### config.mk
export PLATFORM = sky130hd
export DESIGN_NAME = lfsr_bank
export DESIGN_NICKNAME = d
export VERILOG_FILES = /design/src/rtl/lfsr_bank_pkg.sv /design/src/rtl/lfsr_bank_ptr.sv /design/src/rtl/lfsr_bank_ram.sv /design/src/rtl/lfsr_bank_fb.sv /design/src/rtl/lfsr_bank.sv
export SDC_FILE = /design/constraint.sdc
export NUM_CORES = 1
export LEC_CHECK = 0
export ABC_AREA = 1
export BUFFER_PORTS_ARGS = -buffer_cell sky130_fd_sc_hd__buf_2
export CAP_MARGIN = 10
export CORE_MARGIN = 10
export CORE_UTILIZATION = 55
export CTS_CLUSTER_SIZE = 8
export DETAILED_ROUTE_END_ITERATION = 6
export PLACE_DENSITY = 0.81
export SYNTH_ARGS = -nofsm -noshare
export SYNTH_HDL_FRONTEND = slang
export SYNTH_HIERARCHICAL = 1
export SYNTH_SLANG_ARGS = --single-unit
### constraint.sdc
create_clock -name clk_i -period 6.5 [get_ports clk_i]
set_clock_uncertainty 0.1 [all_clocks]
set_input_delay 1.625 -clock clk_i [delete_from_list [all_inputs] [get_ports clk_i]]
set_output_delay 1.625 -clock clk_i [all_outputs]
set_load 0.005 [all_outputs]
### src/rtl/lfsr_bank_pkg.sv
package lfsr_bank_pkg;

  // Address bits of the buffer: room for L live stages plus one spare slot
  // that receives the next feedback word.
  function automatic int unsigned window_addr_bits(input int unsigned len);
    return $clog2(len + 1);
  endfunction

endpackage

### src/rtl/lfsr_bank_ptr.sv
module lfsr_bank_ptr #(
  parameter int unsigned L   = 7,
  parameter int unsigned TAP = 6,
  parameter int unsigned AW  = 3,
  parameter int unsigned SW  = 3
) (
  input  logic          clk_i,
  input  logic          rst_i,
  input  logic          step_fire_i,
  input  logic [SW-1:0] load_stage_i,
  output logic [AW-1:0] rd_last_addr_o,
  output logic [AW-1:0] rd_tap_addr_o,
  output logic [AW-1:0] new_slot_addr_o,
  output logic [AW-1:0] load_addr_o
);

  localparam logic [AW-1:0] LAST_OFS = AW'(L - 1);
  localparam logic [AW-1:0] TAP_OFS  = AW'(TAP - 1);

  // Base points at stage 1. Moving it down by one turns every stored word
  // into the next stage without touching the data. All sums wrap at AW bits,
  // which is the power-of-two mask of the buffer.
  logic [AW-1:0] base_q;

  always_ff @(posedge clk_i) begin
    if (rst_i) begin
      base_q <= '0;
    end else if (step_fire_i) begin
      base_q <= base_q - 1'b1;
    end
  end

  assign rd_last_addr_o  = base_q + LAST_OFS;
  assign rd_tap_addr_o   = base_q + TAP_OFS;
  assign new_slot_addr_o = base_q - 1'b1;
  assign load_addr_o     = base_q + AW'(load_stage_i);

endmodule

### src/rtl/lfsr_bank_ram.sv
module lfsr_bank_ram #(
  parameter int unsigned W  = 8,
  parameter int unsigned AW = 3
) (
  input  logic          clk_i,
  input  logic          rst_i,
  input  logic          rd_en_i,
  input  logic [AW-1:0] rd_a_addr_i,
  input  logic [AW-1:0] rd_b_addr_i,
  output logic [W-1:0]  rd_a_data_o,
  output logic [W-1:0]  rd_b_data_o,
  input  logic          wr_en_i,
  input  logic [AW-1:0] wr_addr_i,
  input  logic [W-1:0]  wr_data_i
);

  localparam int unsigned DEPTH = 1 << AW;

  logic [W-1:0] mem_q [DEPTH];

  always_ff @(posedge clk_i) begin
    if (wr_en_i) begin
      mem_q[wr_addr_i] <= wr_data_i;
    end
  end

  // Synchronous reads with a resettable output register. Port A is the last
  // stage and also drives the block output, so it keeps its value until the
  // next step.
  always_ff @(posedge clk_i) begin
    if (rst_i) begin
      rd_a_data_o <= '0;
      rd_b_data_o <= '0;
    end else if (rd_en_i) begin
      rd_a_data_o <= mem_q[rd_a_addr_i];
      rd_b_data_o <= mem_q[rd_b_addr_i];
    end
  end

endmodule

### src/rtl/lfsr_bank_fb.sv
module lfsr_bank_fb #(
  parameter int unsigned W  = 8,
  parameter int unsigned AW = 3
) (
  input  logic          clk_i,
  input  logic          rst_i,
  input  logic          step_fire_i,
  input  logic [AW-1:0] new_slot_addr_i,
  input  logic [W-1:0]  last_word_i,
  input  logic [W-1:0]  tap_word_i,
  output logic          fb_wr_en_o,
  output logic [AW-1:0] fb_wr_addr_o,
  output logic [W-1:0]  fb_wr_data_o,
  output logic          out_valid_o
);

  logic          pend_q;
  logic [AW-1:0] slot_q;

  always_ff @(posedge clk_i) begin
    if (rst_i) begin
      pend_q <= 1'b0;
      slot_q <= '0;
    end else begin
      pend_q <= step_fire_i;
      if (step_fire_i) begin
        slot_q <= new_slot_addr_i;
      end
    end
  end

  // The read data arrive in the cycle after the step; the XOR of the two tap
  // words is written back in that same cycle.
  assign fb_wr_en_o   = pend_q;
  assign fb_wr_addr_o = slot_q;
  assign fb_wr_data_o = last_word_i ^ tap_word_i;
  assign out_valid_o  = pend_q;

endmodule

### src/rtl/lfsr_bank.sv
module lfsr_bank #(
  parameter int unsigned W   = 8,
  parameter int unsigned L   = 7,
  parameter int unsigned TAP = 6
) (
  input  logic                 clk_i,
  input  logic                 rst_i,
  input  logic                 step_i,
  input  logic                 load_en_i,
  input  logic [$clog2(L)-1:0] load_stage_i,
  input  logic [W-1:0]         load_data_i,
  output logic [W-1:0]         out_word_o,
  output logic                 out_valid_o
);

  localparam int unsigned AW = lfsr_bank_pkg::window_addr_bits(L);
  localparam int unsigned SW = $clog2(L);

  logic          step_fire;
  logic          load_fire;
  logic [AW-1:0] rd_last_addr;
  logic [AW-1:0] rd_tap_addr;
  logic [AW-1:0] new_slot_addr;
  logic [AW-1:0] load_addr;
  logic [W-1:0]  last_word;
  logic [W-1:0]  tap_word;
  logic          fb_wr_en;
  logic [AW-1:0] fb_wr_addr;
  logic [W-1:0]  fb_wr_data;
  logic          wr_en;
  logic [AW-1:0] wr_addr;
  logic [W-1:0]  wr_data;

  // A load wins over a step. The feedback write owns the single write port,
  // so a load that coincides with it is dropped.
  assign step_fire = step_i && !load_en_i;
  assign load_fire = load_en_i && !fb_wr_en && (32'(load_stage_i) < L);

  lfsr_bank_ptr #(.L(L), .TAP(TAP), .AW(AW), .SW(SW)) u_ptr (
    .clk_i           (clk_i),
    .rst_i           (rst_i),
    .step_fire_i     (step_fire),
    .load_stage_i    (load_stage_i),
    .rd_last_addr_o  (rd_last_addr),
    .rd_tap_addr_o   (rd_tap_addr),
    .new_slot_addr_o (new_slot_addr),
    .load_addr_o     (load_addr)
  );

  assign wr_en   = fb_wr_en || load_fire;
  assign wr_addr = fb_wr_en ? fb_wr_addr : load_addr;
  assign wr_data = fb_wr_en ? fb_wr_data : load_data_i;

  lfsr_bank_ram #(.W(W), .AW(AW)) u_ram (
    .clk_i       (clk_i),
    .rst_i       (rst_i),
    .rd_en_i     (step_fire),
    .rd_a_addr_i (rd_last_addr),
    .rd_b_addr_i (rd_tap_addr),
    .rd_a_data_o (last_word),
    .rd_b_data_o (tap_word),
    .wr_en_i     (wr_en),
    .wr_addr_i   (wr_addr),
    .wr_data_i   (wr_data)
  );

  lfsr_bank_fb #(.W(W), .AW(AW)) u_fb (
    .clk_i           (clk_i),
    .rst_i           (rst_i),
    .step_fire_i     (step_fire),
    .new_slot_addr_i (new_slot_addr),
    .last_word_i     (last_word),
    .tap_word_i      (tap_word),
    .fb_wr_en_o      (fb_wr_en),
    .fb_wr_addr_o    (fb_wr_addr),
    .fb_wr_data_o    (fb_wr_data),
    .out_valid_o     (out_valid_o)
  );

  assign out_word_o = last_word;

endmodule

==> impl_results.md, run 1 <==
- Syn avg cell area: 8.10 um2
- Cells on worst reg2reg path: 13
- Fillers: 705
- Cell Area, Synth: 4690 um2
- Worst path required time: 6390 ps
- Worst hold slack: 381 ps
- IO Pins: 24
- GR Util met1: 0.251
- Nets@finish: 603
- Synthesized net count: 598
- Critical path capture point type: register
- Post-CTS sizing: 0
- Final antenna diode count: 0
- FF-to-FF End: u_ram/mem_q[0][2]
- Int Power: 831 uW
- DRT Wirelength: 11,900 um
- Pin count of the biggest net entering global routing: 44
- Clk pwr share: 0.278
- Tot GR Track Use: 0.184
- Clock sink total: 87
- CTS buffer count: 9
- GRT met2 Usage: 0.275
- Crit start category: input pin
- Final Cycle Share: 0.540
- Final min period: 3510 ps
- H-tree Lvls: 3
- CP max FO: 8
- RSZ-0062 raised after global routing: false
- Synthesis-to-finish area growth: 3.89%
- Max Transition Viols Final: 0
- GPL Wtd Cong: 0.993
- Vias per cell: 5.66
- Max Cap Viol: 0
- Antenna viol nets, final: 0
- Die ar.: 12,600 um2
- Most common cell after layout, fill and taps aside: nand2_1
- Cells after Synth: 579
- Arrival @ worst endpoint: 3390 ps
- Setup tns final: 0 ps
- End of the critical path: u_ram/mem_q[0][2]
- Share of layout cells above drive strength 1: 0.105
- Max-slew headroom: 0.337
- Crit. Startpoint: load_stage_i[0]
- WL per Instance: 17.1 um
- FP Rows: 33
- Worst-path clk slew: 90 ps
- Initial Util: 0.568
- Vias: 3,926
- Setup violations, final: 0
- CP Class: in2reg
- Worst-skew pair later-pin latency: 360 ps
- Post-layout instance area: 4870 um2
- Die H: 112 um
- Global-route wire length before repair: 18,700 um
- Worst IR drop on VDD: 0.0821 mV
- Hold Fails Final Rpt: 0
- Gate power share: 0.183
- Cell variety after synth: 19
- Most frequent cells in the layout: 204 x nand2_1, 99 x nand3_1, 87 x inv_1
- Vias in the first global route: 3,605
- Status: finished, final reports clean
- Total placed instance area: 4700 um2
- Setup slack, reg-to-reg: 3550 ps
- Initial antenna violation count: 0
- Reg power frac: 0.539
- YS warnings: 6
- Post-CTS Setup Repair Bufs: 0
- Met3 Track Usage GR: 0.0453
- GRT busiest layer: met2
- Total grt overflow: 0
- Area of the multi-input gates: 1710 um2
- # DRC: 0
- DR pass1 iterations: 5
- Post-DP HPWL: 8190 um
- Leak: 0.00232 uW
- Root Driver: clkbuf_8
- Yosys reg bits: 87
- Hold_buf cts: 0
- DRT iter0 DRCs: 429
- Pwr per Cell Area: 245 nW/um2
- CTS Buffer Depth: 2
- Max Freq: 285 MHz
- Core ar.: 8260 um2
- I/O Buffers: 23
- Switching pwr: 362 uW
- Switching share of power: 0.303
- Least-Margin Pin Slew: 992 ps
- Reg-to-reg startpoint: u_ptr/base_q[0]
- Register Area: 2380 um2
- Worst min path class: reg2reg
- Die X: 112 um
- Register area share after synthesis: 0.508
- CTS tree: done
[how the worst min path moves through the flow]
stage	from	to	slack (ps)	depth (start not counted)
2_1_floorplan	u_fb/fb_wr_addr_o[0]	u_fb/fb_wr_addr_o[0]	350	2
3_3_place_gp	u_fb/fb_wr_addr_o[1]	u_fb/fb_wr_addr_o[1]	360	2
3_5_place_dp	u_fb/fb_wr_addr_o[1]	u_fb/fb_wr_addr_o[1]	370	2
4_1_cts	u_fb/fb_wr_addr_o[1]	u_fb/fb_wr_addr_o[1]	380	2
5_1_grt	u_fb/fb_wr_addr_o[0]	u_fb/fb_wr_addr_o[0]	390	2
6_report	u_fb/fb_wr_addr_o[1]	u_fb/fb_wr_addr_o[1]	380	2
[cells by family (layout without fill, tap and decap cells)]
group | after synthesis | count (layout) | share of synthesized area
buffers and inverters | 124 | 134 | 0.130
AO/OA/AOI/OAI | 35 | 35 | 0.0493
flip-flops | 87 | 87 | 0.508
AND/OR/NAND/NOR | 319 | 319 | 0.282
adder cells (fa/ha/maj) | 4 | 4 | 0.0123
XOR/XNOR | 10 | 10 | 0.0187
[through the flow]
step	worst slack [ps]	instances	power, uW	util
floorplan	3030	579	817	-
global placement	2670	678	862	0.570
detailed placement	2620	678	867	0.570
CTS	3000	694	1190	0.590
global route	2740	694	1240	0.590
finish	2990	694	1190	0.590
[worst max-delay path, cell delays in order]
cell and delay, ps:
buf_2 90, ha_1 130, inv_1 50, fa_1 370
nand2_1 100, nand2_1 60, nand2_1 50, nand2_1 50
nand2_1 50, nand2_1 110, inv_1 90, nand2_1 90
nor2_1 530
[layer usage]
layer | vias to the layer above | share of wire
met1 | 1786 | 0.41
met2 | 262 | 0.43
met5 | - | 0
li1 | 1828 | -
met3 | 50 | 0.12
met4 | 0 | 0.036
[power groups by stage]
stage | logic [uW] | registers (uW) | clock network (uW)
after CTS | 211 | 644 | 335
final | 219 | 644 | 331
after global routing | 239 | 646 | 355
after detailed placement | 210 | 656 | 0
after floorplan | 164 | 653 | 0
after global placement | 207 | 655 | 0
[sequential cells by signal, summed over array words and instances, names as in the netlist]
name               flops
u_ram/rd_a_data_o      8
u_ptr/base_q           3
u_fb/fb_wr_addr_o      3
u_fb/fb_wr_en_o        1
u_ram/rd_b_data_o      8
u_ram/mem_q           64
[cell type report]
class	count	area share
Inverter	93	0.0727
Sequential cell	87	0.489
Clock inverter	6	0.00873
Clock buffer	10	0.0262
Timing Repair Buffer	25	0.0267
Tap cell	105	0.0270
Multi-Input combinational cell	368	0.350
[cell usage after synthesis (all sizes together)]
cell type,count,area (um2)
nor2,16,60.1
fa,1,20.0
a21oi,19,151
ha,3,37.5
nand2,204,766
buf,29,249
dfxtp,23,460
xnor2,2,17.5
clkbuf,2,7.51
nand3,99,495
inv,93,354
o21ai,16,80.1
edfxtp,64,1920
xor2,8,70.1
Power figures use the tool's default switching activity.
==> run 2: changes to the inputs <==
- PLACE_DENSITY: 0.81 -> 0.84
- clock period: 6.5 -> 2.9 ns (I/O delays scaled with it)
==> run 2 against run 1 <==
Net effect: clock-buffer cell count stayed put; worst hold slack worse by 2.5 ps; non-clock buffer count grew 13; via count fell by 0.48%; critical path depth stayed put; critical path type is now reg2reg; largest cell class unchanged.
==> impl_results.md, run 2 (same netlist as run 1, synthesis figures left out) <==
- Status: finished, final reports clean
- DRT iter0 DRCs: 519 (+21%)
- Cell Chain, Critical Path: ha_1 -> inv_1 -> fa_1 -> nand2_1 -> nand2_1 -> nand2_1 -> nand2_1 -> nand2_1 -> nand2_1 -> inv_1 -> nand2_1 -> nor2_1 -> buf_4
- Worst path required time: 2870 ps (-3520 ps)
- DR pass1 iterations: 5 (unchanged)
- Share of layout cells above drive strength 1: 0.125 (+0.0193)
- Pin count of the biggest net entering global routing: 33 (-25%)
- Global-route wire length before repair: 19,200 um (+2.7%)
- Final Cycle Share: 0.837
- Synthesis-to-finish area growth: 6.72%
- CTS buffer count: 9 (unchanged)
- Critical path capture point type: register
- Final antenna diode count: 0 (unchanged)
- Die ar.: 12,600 um2 (unchanged)
- Hold_buf cts: 0 (unchanged)
- Initial antenna violation count: 0 (unchanged)
- Vias: 3,907 (-0.48%)
- GPL Wtd Cong: 1.01 (+2.0%)
- Vias per cell: 5.53 (-2.3%)
- CP max FO: 8 (unchanged)
- Die H: 112 um (unchanged)
- Worst-skew pair later-pin latency: 360 ps (about the same)
- Core ar.: 8260 um2 (unchanged)
- Reg-to-reg startpoint: u_ptr/base_q[0]
- Hold depth: 2 (unchanged)
- DRT Wirelength: 12,000 um (+1.5%)
- Top Registers: u_ram/mem_q (64), u_ram/rd_a_data_o (8), u_ram/rd_b_data_o (8)
- Initial Util: 0.568 (unchanged)
- CTS tree: done
- Max Freq: 412 MHz
- GR Util met1: 0.248 (-0.00361)
- CP Class: reg2reg
- GRT busiest layer: met2
- Max-slew headroom: 0.421 (+0.0841)
- Least-Margin Pin Slew: 862 ps (-130 ps)
- Most common cell after layout, fill and taps aside: nand2_1
- Setup slack, reg-to-reg: 470 ps (-3080 ps)
- # DRC: 0 (unchanged)
- WL per Instance: 17.0 um (-0.39%)
- Die X: 112 um (unchanged)
- Clock sink total: 87 (unchanged)
- Setup tns final: 0 ps (unchanged)
- Hold Startpoint: u_fb/fb_wr_addr_o[0]
- CTS Buffer Depth: 2 (unchanged)
- Setup violations, final: 0 (unchanged)
- Nets@finish: 616 (+2.2%)
- Crit-path most repeated cell: nand2_1
- GRT met2 Usage: 0.290 (+0.0158)
- Hold Fails Final Rpt: 0 (unchanged)
- Post-CTS sizing: 0 (unchanged)
- IO Pins: 24 (unchanged)
- Met3 Track Usage GR: 0.0495 (+0.00426)
- Antenna viol nets, final: 0 (unchanged)
- Crit. Startpoint: u_ptr/base_q[0]
- Delay-heaviest family, CP: simple AND/OR/NAND/NOR gates
- Largest register FFs: 64 (unchanged)
- Cells on worst reg2reg path: 13 (unchanged)
- Most frequent cells in the layout: 204 x nand2_1, 99 x nand3_1, 87 x inv_1
- Max Cap Viol: 0 (unchanged)
- Total power: 2810 uW (+140%)
- CP Buf/Inv Count: 3 (unchanged)
- Worst-path clk slew: 80 ps (about the same)
- Fillers: 737 (+4.5%)
- Post-DP HPWL: 8600 um (+5.0%)
- Worst path depth: 13 (unchanged)
- Biggest register: u_ram/mem_q
- Max Transition Viols Final: 0 (unchanged)
- Worst min path class: reg2reg
- Total placed instance area: 4800 um2 (+2.1%)
- Pwr per Cell Area: 561 nW/um2 (+130%)
- RSZ-0062 raised after global routing: false
- Post-layout instance area: 5010 um2 (+2.7%)
- Leak: 0.00240 uW (+3.7%)
- Crit start category: register
- Post-CTS Setup Repair Bufs: 0 (unchanged)
- Slowest cell on crit path: dfxtp_1
- Total grt overflow: 0 (unchanged)
- FP Rows: 33 (unchanged)
- Vias in the first global route: 3,713 (+3.0%)
- Arrival @ worst endpoint: 2400 ps (-990 ps)
- Worst IR drop on VDD: 0.269 mV (+230%)
- I/O Buffers: 23 (unchanged)
- Root Driver: clkbuf_8
- H-tree Lvls: 3 (unchanged)
- Final min period: 2430 ps
- Tot GR Track Use: 0.190 (+0.00615)
- Worst path max stage delay: 440 ps (-90 ps)
[run 2: changes by cell type in the layout (fill, tap and decap cells not counted)]
cell        delta
inv_6          -1
inv_8          +2
clkinvlp_4     -1
buf_4         +13
bufinv_16      +1
clkinv_4       +1
clkinv_2       -2
[run 2: layout make-up]
class	count	area (um2)	share of cell area
multi-input combinational	368	1710	0.341
timing repair buffer	38	228	0.0455
sequential	87	2380	0.476
tap	105	131	0.0262
clock buffer	10	128	0.0255
inverter	93	354	0.0707
clock inverter	6	77.6	0.0155
[run 2: path summary, 6_finish.rpt]
check / to
worst min register to register: u_fb/fb_wr_addr_o[0]
worst max-delay path: u_ram/mem_q[2][7]
worst max register to register: u_ram/mem_q[2][7]
worst min-delay path: u_fb/fb_wr_addr_o[0]
[run 2: per-stage QoR]
step	hold WS (ps)	util	setup slack (ps)	std cells
3_3_place_gp	363	0.581	194	691
2_1_floorplan	349	-	328	579
5_1_grt	415	0.606	254	707
6_report	379	0.606	473	707
4_1_cts	378	0.606	488	707
3_5_place_dp	366	0.581	137	691
[run 2: worst reg2reg max path, stage by stage, from the launching register on]
cell     delay [ps]
dfxtp_1         440
ha_1            190
inv_1            50
fa_1            380
nand2_1         100
nand2_1          50
nand2_1          50
nand2_1          50
nand2_1          60
nand2_1         120
inv_1           120
nand2_1         100
nor2_1          150
buf_4           190
[run 2: routing by layer]
| layer | share of wire | vias to the layer above |
|---|---|---|
| met5 | 0.00075 | - |
| met4 | 0.036 | 2 |
| met3 | 0.11 | 47 |
| met2 | 0.43 | 232 |
| met1 | 0.43 | 1769 |
| li1 | - | 1857 |
[run 2: power by group]
part | switching [uW] | internal, uW
logic | 357 | 152
registers | 31.9 | 1410
clock network | 441 | 415
total | 830 | 1980
==> run 3: changes to the inputs <==
- ABC_AREA: 1 -> 0
- PLACE_DENSITY: 0.84 -> 0.81
- clock period: 2.9 -> 2.5 ns (I/O delays scaled with it)
==> run 3 against run 2 <==
Net effect: critical path depth is 4 lower; first-iteration DRC count is 56% lower; combinational power is 21% higher; register-to-register slack worse by 350 ps; global-route usage is 2.5 points lower; fmax is 1.9% higher; sequential share of layout area is 2.4 points higher.
==> impl_results.md, run 3 <==
- Root Driver: clkbuf_8
- Setup slack, reg-to-reg: 120 ps (-350 ps)
- Worst min path class: reg2reg
- Least-Margin Pin Slew: 694 ps (-168 ps)
- Hold depth: 2 (unchanged)
- Hold_buf cts: 0 (unchanged)
- Most common cell after layout, fill and taps aside: edfxtp_1
- Area of the multi-input gates: 1740 um2 (+2.1%)
- Cells on worst reg2reg path: 9 (-4)
- Yosys reg bits: 87 (unchanged)
- Die X: 108 um (-3.9%)
- Most frequent cells in the layout: 64 x edfxtp_1, 35 x mux2i_1, 34 x mux2_2
- Synthesized net count: 326 (-45%)
- FF-to-FF End: u_ram/mem_q[0][2]
- Initial antenna violation count: 0 (unchanged)
- Setup tns final: 0 ps (unchanged)
- Max Transition Viols Final: 0 (unchanged)
- Synthesis-to-finish area growth: 12.2%
- Initial Util: 0.557 (-0.0111)
- Cell variety after synth: 36 (+17)
- Nets@finish: 357 (-42%)
- Post-synth EDFFs: 64 (unchanged)
- Pwr per Cell Area: 710 nW/um2 (+26%)
- FP Rows: 32 (-3.0%)
- Top FF cell, synth: edfxtp_1
- IO Pins: 24 (unchanged)
- DRT iter0 DRCs: 226 (-56%)
- Worst-skew pair later-pin latency: 370 ps (about the same)
- CTS tree: done
- Register area share after synthesis: 0.559 (+0.0515)
- Share of layout cells above drive strength 1: 0.341 (+0.217)
- Top Registers: u_ram/mem_q (64), u_ram/rd_a_data_o (8), u_ram/rd_b_data_o (8)
- Vias per cell: 5.98 (+8.1%)
- Leak: 0.00179 uW (-25%)
- RSZ-0062 raised after global routing: false
- Core ar.: 7650 um2 (-7.4%)
- Synth async-reset ratio: 0 (unchanged)
- # DRC: 0 (unchanged)
- Top post-synthesis cells by area: edfxtp_1 45%, dfxtp_1 11%, mux2_2 9.0%, mux2i_1 8.2%, mux2_4 3.2%
- Crit. Startpoint: u_ptr/base_q[0]
- Cells after Synth: 307 (-47%)
- Biggest register: u_ram/mem_q
- Arrival @ worst endpoint: 2370 ps (-30 ps)
- Cell Area, Synth: 4260 um2 (-9.2%)
- DR pass1 iterations: 4 (-1)
- Crit start category: register
- DRT Wirelength: 9350 um (-22%)
- Reg-to-reg startpoint: u_ptr/base_q[0]
- Status: finished, final reports clean
- Max Freq: 420 MHz (+1.9%)
- Non-filler cells, final: 445 (-37%)
- Worst path required time: 2490 ps (-380 ps)
- Vias: 2,659 (-32%)
- Clock sink total: 87 (unchanged)
- Total power: 3390 uW (+21%)
- Largest register FFs: 64 (unchanged)
- I/O Buffers: 23 (unchanged)
- Worst path max stage delay: 390 ps (-50 ps)
- Vias in the first global route: 2,711 (-27%)
- Top post-synthesis cells by count: 64 x edfxtp_1, 35 x mux2i_1, 34 x mux2_2
- Tot GR Track Use: 0.165 (-0.0246)
- Antenna viol nets, final: 0 (unchanged)
- Worst-path clk slew: 90 ps (about the same)
- Count leader, synth: edfxtp_1
- WL per Instance: 21.0 um (+23%)
- Final min period: 2380 ps (-45.7 ps)
- Slowest cell on crit path: dfxtp_4
- Post-DP HPWL: 6130 um (-29%)
- Die H: 108 um (-3.9%)
- CP Buf/Inv Count: 2 (-1)
- Final Cycle Share: 0.953 (+0.116)
- YS warnings: 6 (unchanged)
- Critical path capture point type: register
- Final antenna diode count: 0 (unchanged)
- Area fraction of the dominant cell type after synthesis: 0.451 (+0.0415)
- CP Class: reg2reg
- Worst hold slack: 402 ps (+23.1 ps)
- Worst IR drop on VDD: 0.357 mV (+33%)
- Worst Hold End: u_ram/rd_b_data_o[6]
- Max Cap Viol: 0 (unchanged)
- Syn avg cell area: 13.9 um2 (+71%)
- Delay-heaviest family, CP: adder cells
- Setup violations, final: 0 (unchanged)
- CTS Buffer Depth: 2 (unchanged)
- Pin count of the biggest net entering global routing: 42 (+27%)
- Die ar.: 11,700 um2 (-7.6%)
- Hold Fails Final Rpt: 0 (unchanged)
- CTS buffer count: 9 (unchanged)
- CP max FO: 8 (unchanged)
- Placed insts: 429 (-38%)
- Fillers: 572 (-22%)
- Max-slew headroom: 0.536 (+0.114)
- Global-route wire length before repair: 14,500 um (-24%)
- H-tree Lvls: 3 (unchanged)
- Cell Chain, Critical Path: ha_4 -> inv_2 -> fa_2 -> xor2_1 -> xnor2_1 -> mux2_4 -> nand2b_4 -> nor3_4 -> buf_12
- GPL Wtd Cong: 0.793 (-22%)
- Total grt overflow: 0 (unchanged)
- Yosys top cell by area: edfxtp_1
- Hold Startpoint: u_ram/rd_b_data_o[6]
- Register Area: 2390 um2 (+0.21%)
run 3: cell types whose count changed after synthesis, sizes merged, moves of 13 or more:
cell / change
mux2i: +35
buf: -15
nand2: -200
nand3: -98
nor2: +13
a211oi: +17
a21oi: -18
o21ai: -16
inv: -87
mux2: +43
run 3: final cells by class:
| cell class | instances | area share |
|---|---|---|
| clock inverter | 7 | 0.0202 |
| sequential | 87 | 0.499 |
| tap | 102 | 0.0267 |
| multi-input combinational | 194 | 0.364 |
| timing repair buffer | 40 | 0.0586 |
| inverter | 6 | 0.00471 |
| clock buffer | 9 | 0.0259 |
run 3: metal layers:
layer | GRT usage | wire length [um] | share of wire | up-vias
li1 | - | - | - | 1242
met1 | 0.209 | 3850 | 0.41 | 1298
met2 | 0.256 | 4460 | 0.48 | 98
met3 | 0.0387 | 737 | 0.079 | 21
met4 | 0.0916 | 310 | 0.033 | 0
met5 | 0 | 0 | 0 | -
run 3: cell families after synthesis:
family | Yosys count | share of synthesized area
compound gates | 52 | 0.0975
xor+xnor | 14 | 0.0288
fa+ha+maj | 4 | 0.0135
buf+inv | 26 | 0.0491
flops | 87 | 0.559
mux | 78 | 0.204
simple gates | 46 | 0.0479
run 3: worst reg2reg max path: stages, from the launching register on:
cell      delay, ps
dfxtp_4         390
ha_4            130
inv_2            30
fa_2            330
xor2_1          160
xnor2_1         130
mux2_4          280
nand2b_4        190
nor3_4          230
buf_12          150
run 3: report_power, final:
| group | internal [uW] | leakage, uW | switching, uW |
|---|---|---|---|
| Combinational | 275 | 0.000903 | 341 |
| Clock | 566 | 0.000114 | 507 |
| Sequential | 1650 | 0.000774 | 51.2 |
| Total | 2490 | 0.00179 | 900 |
run 3: per-stage QoR:
| step | setup WS [ps] | utilization | area, um2 |
|---|---|---|---|
| 6_report | 119 | 0.625 | 4780 |
| 2_1_floorplan | -71.7 | - | 4330 |
| 4_1_cts | 80.2 | 0.624 | 4770 |
| 3_5_place_dp | -256 | 0.595 | 4550 |
| 3_3_place_gp | -204 | 0.595 | 4550 |
| 5_1_grt | 21.4 | 0.625 | 4780 |
run 3: worst max-delay path by stage:
stage,to,slack (ps),depth (start not counted)
finish,u_ram/mem_q[0][2],120,9
global route,u_ram/mem_q[0][0],20,9
CTS,u_ram/mem_q[0][1],80,9
detailed placement,u_ram/mem_q[0][5],-260,10
global placement,u_ram/mem_q[0][5],-200,10
floorplan,u_ram/mem_q[0][0],-70,8
run 3: what timing repair did:
action	in CTS	in global routing
setup buffers	0	0
endpoints found under the setup margin	0	9
gates resized for setup	0	3
